[config.mk]
export PLATFORM = sky130hd
export DESIGN_NAME = mii_rx_formatter
export DESIGN_NICKNAME = d
export VERILOG_FILES = /design/src/rtl/mii_rx_pkg.sv /design/src/rtl/mii_rx_strip_cfg.sv /design/src/rtl/mii_rx_errcode.sv /design/src/rtl/mii_rx_fsm.sv /design/src/rtl/mii_rx_formatter.sv
export SDC_FILE = /design/constraint.sdc
export NUM_CORES = 1
export LEC_CHECK = 0
export ABC_CLOCK_PERIOD_IN_PS = 1600
export BUFFER_PORTS_ARGS = -buffer_cell sky130_fd_sc_hd__buf_2
export CAP_MARGIN = 15
export CORE_UTILIZATION = 45
export CTS_BUF_LIST = sky130_fd_sc_hd__clkbuf_16
export DETAILED_ROUTE_END_ITERATION = 6
export PLACE_DENSITY = 0.75
export SETUP_SLACK_MARGIN = 0.3
export SYNTH_ARGS = -nofsm -noshare
export SYNTH_HDL_FRONTEND = slang
export SYNTH_HIERARCHICAL = 1
export SYNTH_SLANG_ARGS = --single-unit
[constraint.sdc]
create_clock -name clk -period 1.6 [get_ports clk]
set_input_delay 0.4 -clock clk [delete_from_list [all_inputs] [get_ports clk]]
set_output_delay 0.4 -clock clk [all_outputs]
set_load 0.005 [all_outputs]
[src/rtl/mii_rx_pkg.sv]
package mii_rx_pkg;

    localparam int NIB_W  = 4;
    localparam int KIND_W = 3;

    typedef enum logic [KIND_W-1:0] {
        SYM_IDLE = 3'd0,
        SYM_SSD  = 3'd1,
        SYM_DATA = 3'd2,
        SYM_ESD  = 3'd3,
        SYM_BAD  = 3'd4
    } sym_kind_e;

    typedef enum logic [1:0] {
        ST_IDLE  = 2'd0,
        ST_STRIP = 2'd1,
        ST_DATA  = 2'd2
    } rx_state_e;

    localparam logic [NIB_W-1:0] NIB_PRE      = 4'h5;
    localparam logic [NIB_W-1:0] NIB_SFD      = 4'hD;
    localparam logic [NIB_W-1:0] CODE_PE_ALT  = 4'h4;
    localparam logic [NIB_W-1:0] CODE_CE_ALT  = 4'h5;
    localparam logic [NIB_W-1:0] CODE_DEFAULT = 4'h6;

endpackage

[src/rtl/mii_rx_strip_cfg.sv]
module mii_rx_strip_cfg (
    input  logic clk,
    input  logic rst_n,
    input  logic cfg_wr,
    input  logic cfg_strip,
    input  logic compat_mode,
    output logic strip_on
);

    logic strip_q;

    always_ff @(posedge clk or negedge rst_n) begin
        if (!rst_n) begin
            strip_q <= 1'b0;
        end else if (cfg_wr && !compat_mode) begin
            strip_q <= cfg_strip;
        end
    end

    assign strip_on = strip_q && !compat_mode;

    // a write attempted under compatibility mode leaves the bit alone
    p_strip_locked_r7: assert property (@(posedge clk) disable iff (!rst_n)
        compat_mode |=> (strip_q == $past(strip_q)));

endmodule

[src/rtl/mii_rx_errcode.sv]
module mii_rx_errcode
    import mii_rx_pkg::*;
(
    input  logic             ce_sel,
    input  logic             pe_sel,
    output logic [NIB_W-1:0] ce_code,
    output logic [NIB_W-1:0] pe_code
);

    always_comb begin
        ce_code = ce_sel ? CODE_CE_ALT : CODE_DEFAULT;
        pe_code = pe_sel ? CODE_PE_ALT : CODE_DEFAULT;
    end

endmodule

[src/rtl/mii_rx_fsm.sv]
module mii_rx_fsm
    import mii_rx_pkg::*;
(
    input  logic              clk,
    input  logic              rst_n,
    input  logic [KIND_W-1:0] in_kind,
    input  logic [NIB_W-1:0]  in_nib,
    input  logic              strip_on,
    input  logic              ce_report_en,
    input  logic [NIB_W-1:0]  ce_code,
    input  logic [NIB_W-1:0]  pe_code,
    output logic [NIB_W-1:0]  rxd,
    output logic              rx_dv,
    output logic              rx_er
);

    logic [KIND_W-1:0] hold_kind;
    logic [NIB_W-1:0]  hold_nib;
    rx_state_e         state_q, state_d;
    logic              dv_d, er_d, pe_d, pe_q;
    logic [NIB_W-1:0]  rxd_d;
    logic              in_stream, hold_idle, next_idle, next_sfd;

    // look-ahead stage: holds one symbol so its successor is visible
    always_ff @(posedge clk or negedge rst_n) begin
        if (!rst_n) begin
            hold_kind <= SYM_IDLE;
            hold_nib  <= '0;
        end else begin
            hold_kind <= in_kind;
            hold_nib  <= in_nib;
        end
    end

    always_ff @(posedge clk or negedge rst_n) begin
        if (!rst_n) begin
            state_q <= ST_IDLE;
        end else begin
            state_q <= state_d;
        end
    end

    assign in_stream = (state_q != ST_IDLE);
    assign hold_idle = (hold_kind == SYM_IDLE);
    assign next_idle = (in_kind == SYM_IDLE);
    assign next_sfd  = (in_kind == SYM_DATA) && (in_nib == NIB_SFD);

    always_comb begin
        state_d = state_q;
        dv_d    = 1'b0;
        er_d    = 1'b0;
        pe_d    = 1'b0;
        rxd_d   = '0;
        unique case (state_q)
            ST_IDLE: begin
                if (hold_kind == SYM_SSD) begin
                    state_d = strip_on ? ST_STRIP : ST_DATA;
                end
            end
            ST_STRIP, ST_DATA: begin
                if (hold_idle && next_idle) begin
                    dv_d    = 1'b1;
                    er_d    = 1'b1;
                    pe_d    = 1'b1;
                    rxd_d   = pe_code;
                    state_d = ST_IDLE;
                end else if (hold_kind == SYM_ESD) begin
                    state_d = ST_IDLE;
                end else if (hold_kind == SYM_DATA) begin
                    if (state_q == ST_STRIP && hold_nib == NIB_PRE) begin
                        if (next_sfd) begin
                            dv_d    = 1'b1;
                            rxd_d   = hold_nib;
                            state_d = ST_DATA;
                        end
                    end else begin
                        dv_d    = 1'b1;
                        rxd_d   = hold_nib;
                        state_d = ST_DATA;
                    end
                end else begin
                    dv_d    = 1'b1;
                    er_d    = ce_report_en;
                    rxd_d   = ce_report_en ? ce_code : hold_nib;
                    state_d = ST_DATA;
                end
            end
            default: begin
                state_d = ST_IDLE;
            end
        endcase
    end

    always_ff @(posedge clk or negedge rst_n) begin
        if (!rst_n) begin
            rx_dv <= 1'b0;
            rx_er <= 1'b0;
            rxd   <= '0;
            pe_q  <= 1'b0;
        end else begin
            rx_dv <= dv_d;
            rx_er <= er_d;
            rxd   <= rxd_d;
            pe_q  <= pe_d;
        end
    end

    // valid drops in the cycle after a premature-end report
    p_pe_drops_dv_r10: assert property (@(posedge clk) disable iff (!rst_n)
        pe_q |=> !rx_dv);

    // an error nibble is only ever shown inside a valid frame
    p_er_needs_dv_r8: assert property (@(posedge clk) disable iff (!rst_n)
        rx_er |-> rx_dv);

    // any error nibble is one of the substitute codes
    p_er_code_r8: assert property (@(posedge clk) disable iff (!rst_n)
        rx_er |-> (rxd == CODE_PE_ALT || rxd == CODE_CE_ALT || rxd == CODE_DEFAULT));

    // end-of-stream closes the frame without an error
    p_esd_clean_r3: assert property (@(posedge clk) disable iff (!rst_n)
        (in_stream && hold_kind == SYM_ESD && !(hold_idle && next_idle)) |=> (!rx_dv && !rx_er));

    // no state is left in strip mode while the stripping input is off
    p_no_strip_entry_r6: assert property (@(posedge clk) disable iff (!rst_n)
        (state_q == ST_IDLE && !strip_on) |=> (state_q != ST_STRIP));

endmodule

[src/rtl/mii_rx_formatter.sv]
module mii_rx_formatter
    import mii_rx_pkg::*;
(
    input  logic             clk,
    input  logic             rst_n,
    input  logic [2:0]       sym_kind,
    input  logic [3:0]       sym_nib,
    input  logic             cfg_wr,
    input  logic             cfg_strip,
    input  logic             compat_mode,
    input  logic             ce_sel,
    input  logic             pe_sel,
    input  logic             ce_report_en,
    output logic [3:0]       rxd,
    output logic             rx_dv,
    output logic             rx_er
);

    logic             strip_on;
    logic [NIB_W-1:0] ce_code, pe_code;

    mii_rx_strip_cfg u_cfg (
        .clk         (clk),
        .rst_n       (rst_n),
        .cfg_wr      (cfg_wr),
        .cfg_strip   (cfg_strip),
        .compat_mode (compat_mode),
        .strip_on    (strip_on)
    );

    mii_rx_errcode u_codes (
        .ce_sel  (ce_sel),
        .pe_sel  (pe_sel),
        .ce_code (ce_code),
        .pe_code (pe_code)
    );

    mii_rx_fsm u_fsm (
        .clk          (clk),
        .rst_n        (rst_n),
        .in_kind      (sym_kind),
        .in_nib       (sym_nib),
        .strip_on     (strip_on),
        .ce_report_en (ce_report_en),
        .ce_code      (ce_code),
        .pe_code      (pe_code),
        .rxd          (rxd),
        .rx_dv        (rx_dv),
        .rx_er        (rx_er)
    );

endmodule

After elaboration in Yosys (flattened, before gate mapping)
Index checks and enable logic that the tools add are counted.
{"block": "classes", "addsub": 0, "n_mul": 0, "n_div": 0, "order_cmp": 0, "n_eq_ne": 10, "shifts": 0, "n_mux": 27, "bitwise_logic": 0, "n_reduce_logical": 11}
{"operator": "4-bit 2-to-1 mux", "n": 7}
{"operator": "2-bit 2-to-1 mux", "n": 9}
{"operator": "1-bit 2-to-1 mux", "n": 10}
{"operator": "3-bit by 2-bit == test with 1-bit output, second input constant", "n": 3}
{"operator": "3-bit logical NOT", "n": 2}
{"operator": "6-bit by 3-bit inequality test with 1-bit output, second input constant", "n": 1}
{"operator": "1-bit logical AND", "n": 5}
{"operator": "4-bit by 3-bit == test with 1-bit output, second input constant", "n": 1}
{"operator": "4-bit == test, second input constant", "n": 1}
{"operator": "2-bit one-hot mux with 2 select lines", "n": 1}
{"operator": "3-bit by 1-bit == test with 1-bit output, second input constant", "n": 1}
{"operator": "2-bit by 1-bit == test with 1-bit output, second input constant", "n": 1}
{"operator": "2-bit == test, second input constant", "n": 1}
{"operator": "2-bit logical NOT", "n": 1}
{"operator": "2-bit by 1-bit inequality test with 1-bit output, second input constant", "n": 1}
{"operator": "2-bit AND reduction", "n": 1}
{"operator": "2-bit OR reduction", "n": 1}
{"operator": "1-bit logical NOT", "n": 1}
{"block": "word_totals", "register_bits": 16, "latch_bits": 0, "ram_bits": 0, "romBits": 0, "inputBits": 15, "output_inout_bits": 6, "word_cells": 55, "memories": 0}

Logic depth before layout (Yosys ltp)
{"block": "depth", "ltp_word": 8, "mapped_depth": 6, "depth_no_buf": 6}

By module
The synthesis kept the hierarchy.
{"module": "mii_rx_fsm", "instances": 1, "cells_per_inst": 59, "area_per_inst_um2": 693.2, "seq_area_each_um2": 375.4}
{"module": "mii_rx_errcode", "instances": 1, "cells_per_inst": 10, "area_per_inst_um2": 60.1, "seq_area_each_um2": 0.0}
{"module": "mii_rx_strip_cfg", "instances": 1, "cells_per_inst": 4, "area_per_inst_um2": 52.6, "seq_area_each_um2": 25.0}

Least setup slack after synthesis
No wires, ideal clock.
{"block": "synth_timing", "kind": "reg-to-reg", "startpoint": "reg u_fsm.state_q[1]", "endpoint": "reg u_fsm.state_q[1]", "arrival_time_ps": 1526, "slack_ps": -51, "path_stages_with_launch": 7, "n_path_buf": 0, "synth_period_minus_slack_ps": 1651, "cell_sequence": "dfrtp_1 > inv_1 > ha_1 > nor4bb_1 > o311ai_1 > o31ai_2 > mux2_4"}
{"block": "synth_between", "elab_chain_len": 7, "elab_cells_between_ends": 13, "cone_classes": "4 x eq/ne; 5 x mux; 4 x reduce/logical"}
{"element": "from (decl)", "line": "mii_rx_fsm.sv:19", "source": "rx_state_e state_q, state_d;"}
{"element": "from (signal assigned)", "line": "mii_rx_fsm.sv:39", "source": "state_q <= state_d;"}
{"element": "2-bit by 1-bit == test with 1-bit output", "line": "mii_rx_fsm.sv:54, mii_rx_fsm.sv:70"}
{"element": "1-bit logical AND", "line": "mii_rx_fsm.sv:70", "source": "if (state_q == ST_STRIP && hold_nib == NIB_PRE) begin"}
{"element": "2-bit 2-to-1 mux", "line": "mii_rx_fsm.sv:70"}
{"element": "2-bit 2-to-1 mux", "line": "mii_rx_fsm.sv:69", "source": "end else if (hold_kind == SYM_DATA) begin"}
{"element": "2-bit 2-to-1 mux", "line": "mii_rx_fsm.sv:67", "source": "end else if (hold_kind == SYM_ESD) begin"}
{"element": "2-bit 2-to-1 mux", "line": "mii_rx_fsm.sv:61", "source": "if (hold_idle && next_idle) begin"}
{"element": "2-bit one-hot mux with 2 select lines", "line": "mii_rx_fsm.sv:54", "source": "unique case (state_q)"}
Several ways; a longest one is shown, not always the timed one.
A chain may end at the register's enable or synchronous reset.

Worst setup path after layout
{"block": "layout_timing", "startpoint": "reg u_fsm.state_q[1]", "endpoint": "reg u_fsm.state_q[0]"}
Same word-level chain as after synthesis.

==> results.txt <==
----------------------------------------------------
[Outcome]
  Result of the run ... complete, but fails checks
  Violations in the final reports ... negative setup slack

[Clocking]
  Clock latency of the later-clocked register in the worst-skew pair ... 0.24 ns
  CTS HTree Levels ... 1
  TritonCTS clock tree ... done
  Number of buffers on the longest clock path ... 2
  Clock transition at the registers of the reported paths ... 0.05 ns
  Number of buffers created by CTS ... 3
  Clock Sinks ... 16
  Root Buffer ... clkbuf_16

[Die]
  Height of the die ... 44.3 um
  Initial Utilization ... 50.5%
  Overall die area ... 1960 um2
  Die Wd ... ~44 um
  Site row count ... 14
  Area of the placeable core ... 1590 um2
  # IOs ... 21

[Power and ir drop]
  Worst VDD drop ... 835 uV
  Tot Pwr ... around 1.8 mW
  Pwr/cell area ... 1430 nW/um2
  Static leakage ... 0.600 nW

[Routing]
  Final WL ... 2.01 mm
  Via Count ... between 600 and 700
  Detailed-route vias per instance ... 4.95
  Post-DR wirelength/cell ... 14.9 um
  DRC violation count after routing ... 0
  Count of antenna-violating nets left after detailed routing ... 0
  DR pass1 iterations ... 4
  Violation count after the first detailed-routing iteration ... 12

[Worst setup path]
  Worst EP arrival ... a little under 2 ns
  Req. time, crit path ... roughly 1.8 ns
  Beginning of the critical path ... u_fsm/state_q[1]$_DFFE_PN0P_
  Category of the worst setup path capture point ... register
  Reg-to-reg startpoint ... u_fsm/state_q[1]$_DFFE_PN0P_
  Type of origin of the critical path ... register
  Crit Reg-Reg Endpoint ... u_fsm/state_q[0]$_DFFE_PN0P_
  Worst-case reg-to-reg path depth ... 7
  Maximum fanout count along the critical path ... 2
  Kind of critical path ... reg -> reg
  Setup slack, reg-to-reg ... -0.18 ns

[Cells and area]
  Final core occ ... 77.2%
  Antenna fix cells ... 0
  Share of cells above drive strength 1 ... 53.2%
  Signed area change from the synthesized netlist to the final layout ... 52.8%
  Number of nets in the layout ... ~130

[Timing]
  Total setup violations reported at the end of the flow ... 4
  Worst clock skew ... between 0.002 and 0.003 ns
  Final Hold Violating Endpoints ... 0
  Max Clock Freq ... around 560 MHz
  Minimum period implied by the final worst setup slack ... ~1.8 ns
  RSZ-0062 raised after global routing ... true
  Final worst slack ... -0.184 ns
  Share of the clock period used by the worst path after layout ... 112%
  Final number of max-transition violations ... 0

[Placed design]
  Detailed-placement wirelength estimate ... 1.19 mm
  Final RePlAce weighted congestion ... slightly above 0.9
  Count of port buffers added during placement ... 20

[Logic synthesis]
  Synth Area in Simple Gates ... 12.3%
  Most used flip-flop cell after synthesis ... dfrtp_1
  Ys Warns ... 6
  Top cell type by total area after synthesis ... dfrtp_1
  Arithmetic-cell share of the synthesized area counting full adders, half adders and majority gates ... 4.66%
  Number of cells produced by synthesis ... 73
  Average cell area after synthesis ... 11.0 um2
  Cell types with the largest area share after synthesis ... dfrtp_1 50%, mux2i_1 6.2%, buf_4 5.6%
  Dominant combinational cell family by area after synthesis ... compound AO/OA/AOI/OAI gates
  Complex-gate fraction of the synthesized area ... approximately an eighth
  Seq/Total Area, Yosys ... 49.7%
  Netlist area before placement ... roughly 810 um2
  Number of synthesized register bits ... 16
  Leading cell type by number of instances after synthesis ... dfrtp_1
  Area share of the largest cell type after synthesis ... 49.7%
  Proportion of register bits with asynchronous set or reset after synthesis ... 100%
  Count of flip-flops with a built-in enable after synthesis ... 0
  Number of unique standard cell types used by synthesis ... 24
  Post-synthesis share of cell area spent on xor and xnor gates ... 0%
  Proportion of synthesized area in mux cells ... 9.94%
  Leading post-synthesis cells by instance count ... 16 x dfrtp_1, 10 x inv_1, 6 x buf_4

[Worst hold path]
  Class of the tightest hold or removal check ... in -> async

[Global routing]
  Number of antenna violations at the first check in global routing ... 0
  Most congested layer reported by global routing ... met2
  Met1 GRT Util ... 29.2%
  Met3 routing resource usage after global routing ... between 1 and 1.5%
  Fraction of met2 tracks used by global routing ... 44.4%
  Global-route wire length before repair ... 3.34 mm
  Vias in the first global route ... around 730
  Largest net degree at the start of global routing ... 17
  Total global routing track utilization ... 24.0%
  Total overflow reported by the global router ... 0

[Run]
  Number of max-capacitance violations reported ... 0

----------------------------------------------------
-- through the flow --
stage | setup TNS, ns | cells | cell area (um2) | hold slack (ns) | setup WS [ns]
floorplan | -0.0512 | 76 | 820 | 0.104 | -0.0512
global placement | -0.0534 | 128 | 1010 | 0.325 | -0.0515
detailed placement | -0.164 | 128 | 1010 | 0.330 | -0.0849
CTS | -0.278 | 134 | 1210 | 0.0704 | -0.145
global route | -0.611 | 135 | 1230 | 0.0923 | -0.208
finish | -0.469 | 135 | 1230 | 0.0667 | -0.184
-- how the worst max path moves through the flow --
stage	slack, ns	to
2_1_floorplan	-0.05	u_fsm/state_q[1]$_DFFE_PN0P_
3_3_place_gp	-0.05	u_fsm/state_q[1]$_DFFE_PN0P_
3_5_place_dp	-0.08	u_fsm/state_q[1]$_DFFE_PN0P_
4_1_cts	-0.14	u_fsm/state_q[0]$_DFFE_PN0P_
5_1_grt	-0.21	u_fsm/state_q[0]$_DFFE_PN0P_
6_report	-0.18	u_fsm/state_q[0]$_DFFE_PN0P_
-- sequential cells by signal, indices dropped and copies added (netlist names) --
register,cells
u_cfg/strip_q,1
u_fsm/hold_kind,3
u_fsm/hold_nib,4
u_fsm/rx_dv,1
u_fsm/rx_er,1
u_fsm/rxd,4
u_fsm/state_q,2
-- power by group --
group          internal, mW  total (mW)  switching, mW
logic                 0.436       0.760          0.324
clock network         0.327       0.469          0.142
registers             0.497       0.534         0.0365
-- critical path: stages (launching register included) --
cell and delay [ns]:
dfrtp_1 0.39, inv_2 0.09, ha_4 0.12, nor4bb_4 0.20, o311ai_2 0.19, o31ai_2 0.33, buf_4 0.18, mux2i_1 0.20
-- cells in the final DEF (no fill, tap or decap), drive strengths merged --
cell type	count
nand4b	1
o311ai	1
o22ai	4
nand2b	3
nand2	2
nor4bb	1
or2	1
inv	10
o21ai	2
nand3b	1
ha	3
o31ai	2
mux2i	5
nor2b	4
o211ai	1
nor2	1
clkbuf	3
dfrtp	16
o21bai	1
mux2	2
a21oi	3
conb	5
buf	38
or4	1
-- area by class of cell --
type	count	area (um2)
multi-input cells	44	438
flip-flops and latches	16	400
fillers	108	363
repair buffers	38	250
clock buffers	3	75.1
inverters	10	37.5
well taps	24	30.0
-- per-layer routing --
layer  routed length, um  vias up
met2                1070       28
li1                    -      315
met4                  13        0
met3                  75        4
met5                   0        -
met1                 847      321
-- repair_timing --
action / CTS / global route
gates cloned: 0 / 0
gates resized for setup: 19 / 2
endpoints found under the setup margin: 8 / 8
pin swaps: 7 / 4
setup buffers: 3 / 1
endpoints found under the hold margin: 0 / 0
hold buffers: 0 / 0
-- cell families after synthesis --
| group | count (synthesis) |
|---|---|
| AO/OA/AOI/OAI | 14 |
| adder cells (fa/ha/maj) | 3 |
| buffers and inverters | 16 |
| flip-flops | 16 |
| multiplexers | 7 |
| other | 2 |
| AND/OR/NAND/NOR | 15 |
(Power assumes the default switching activity.)
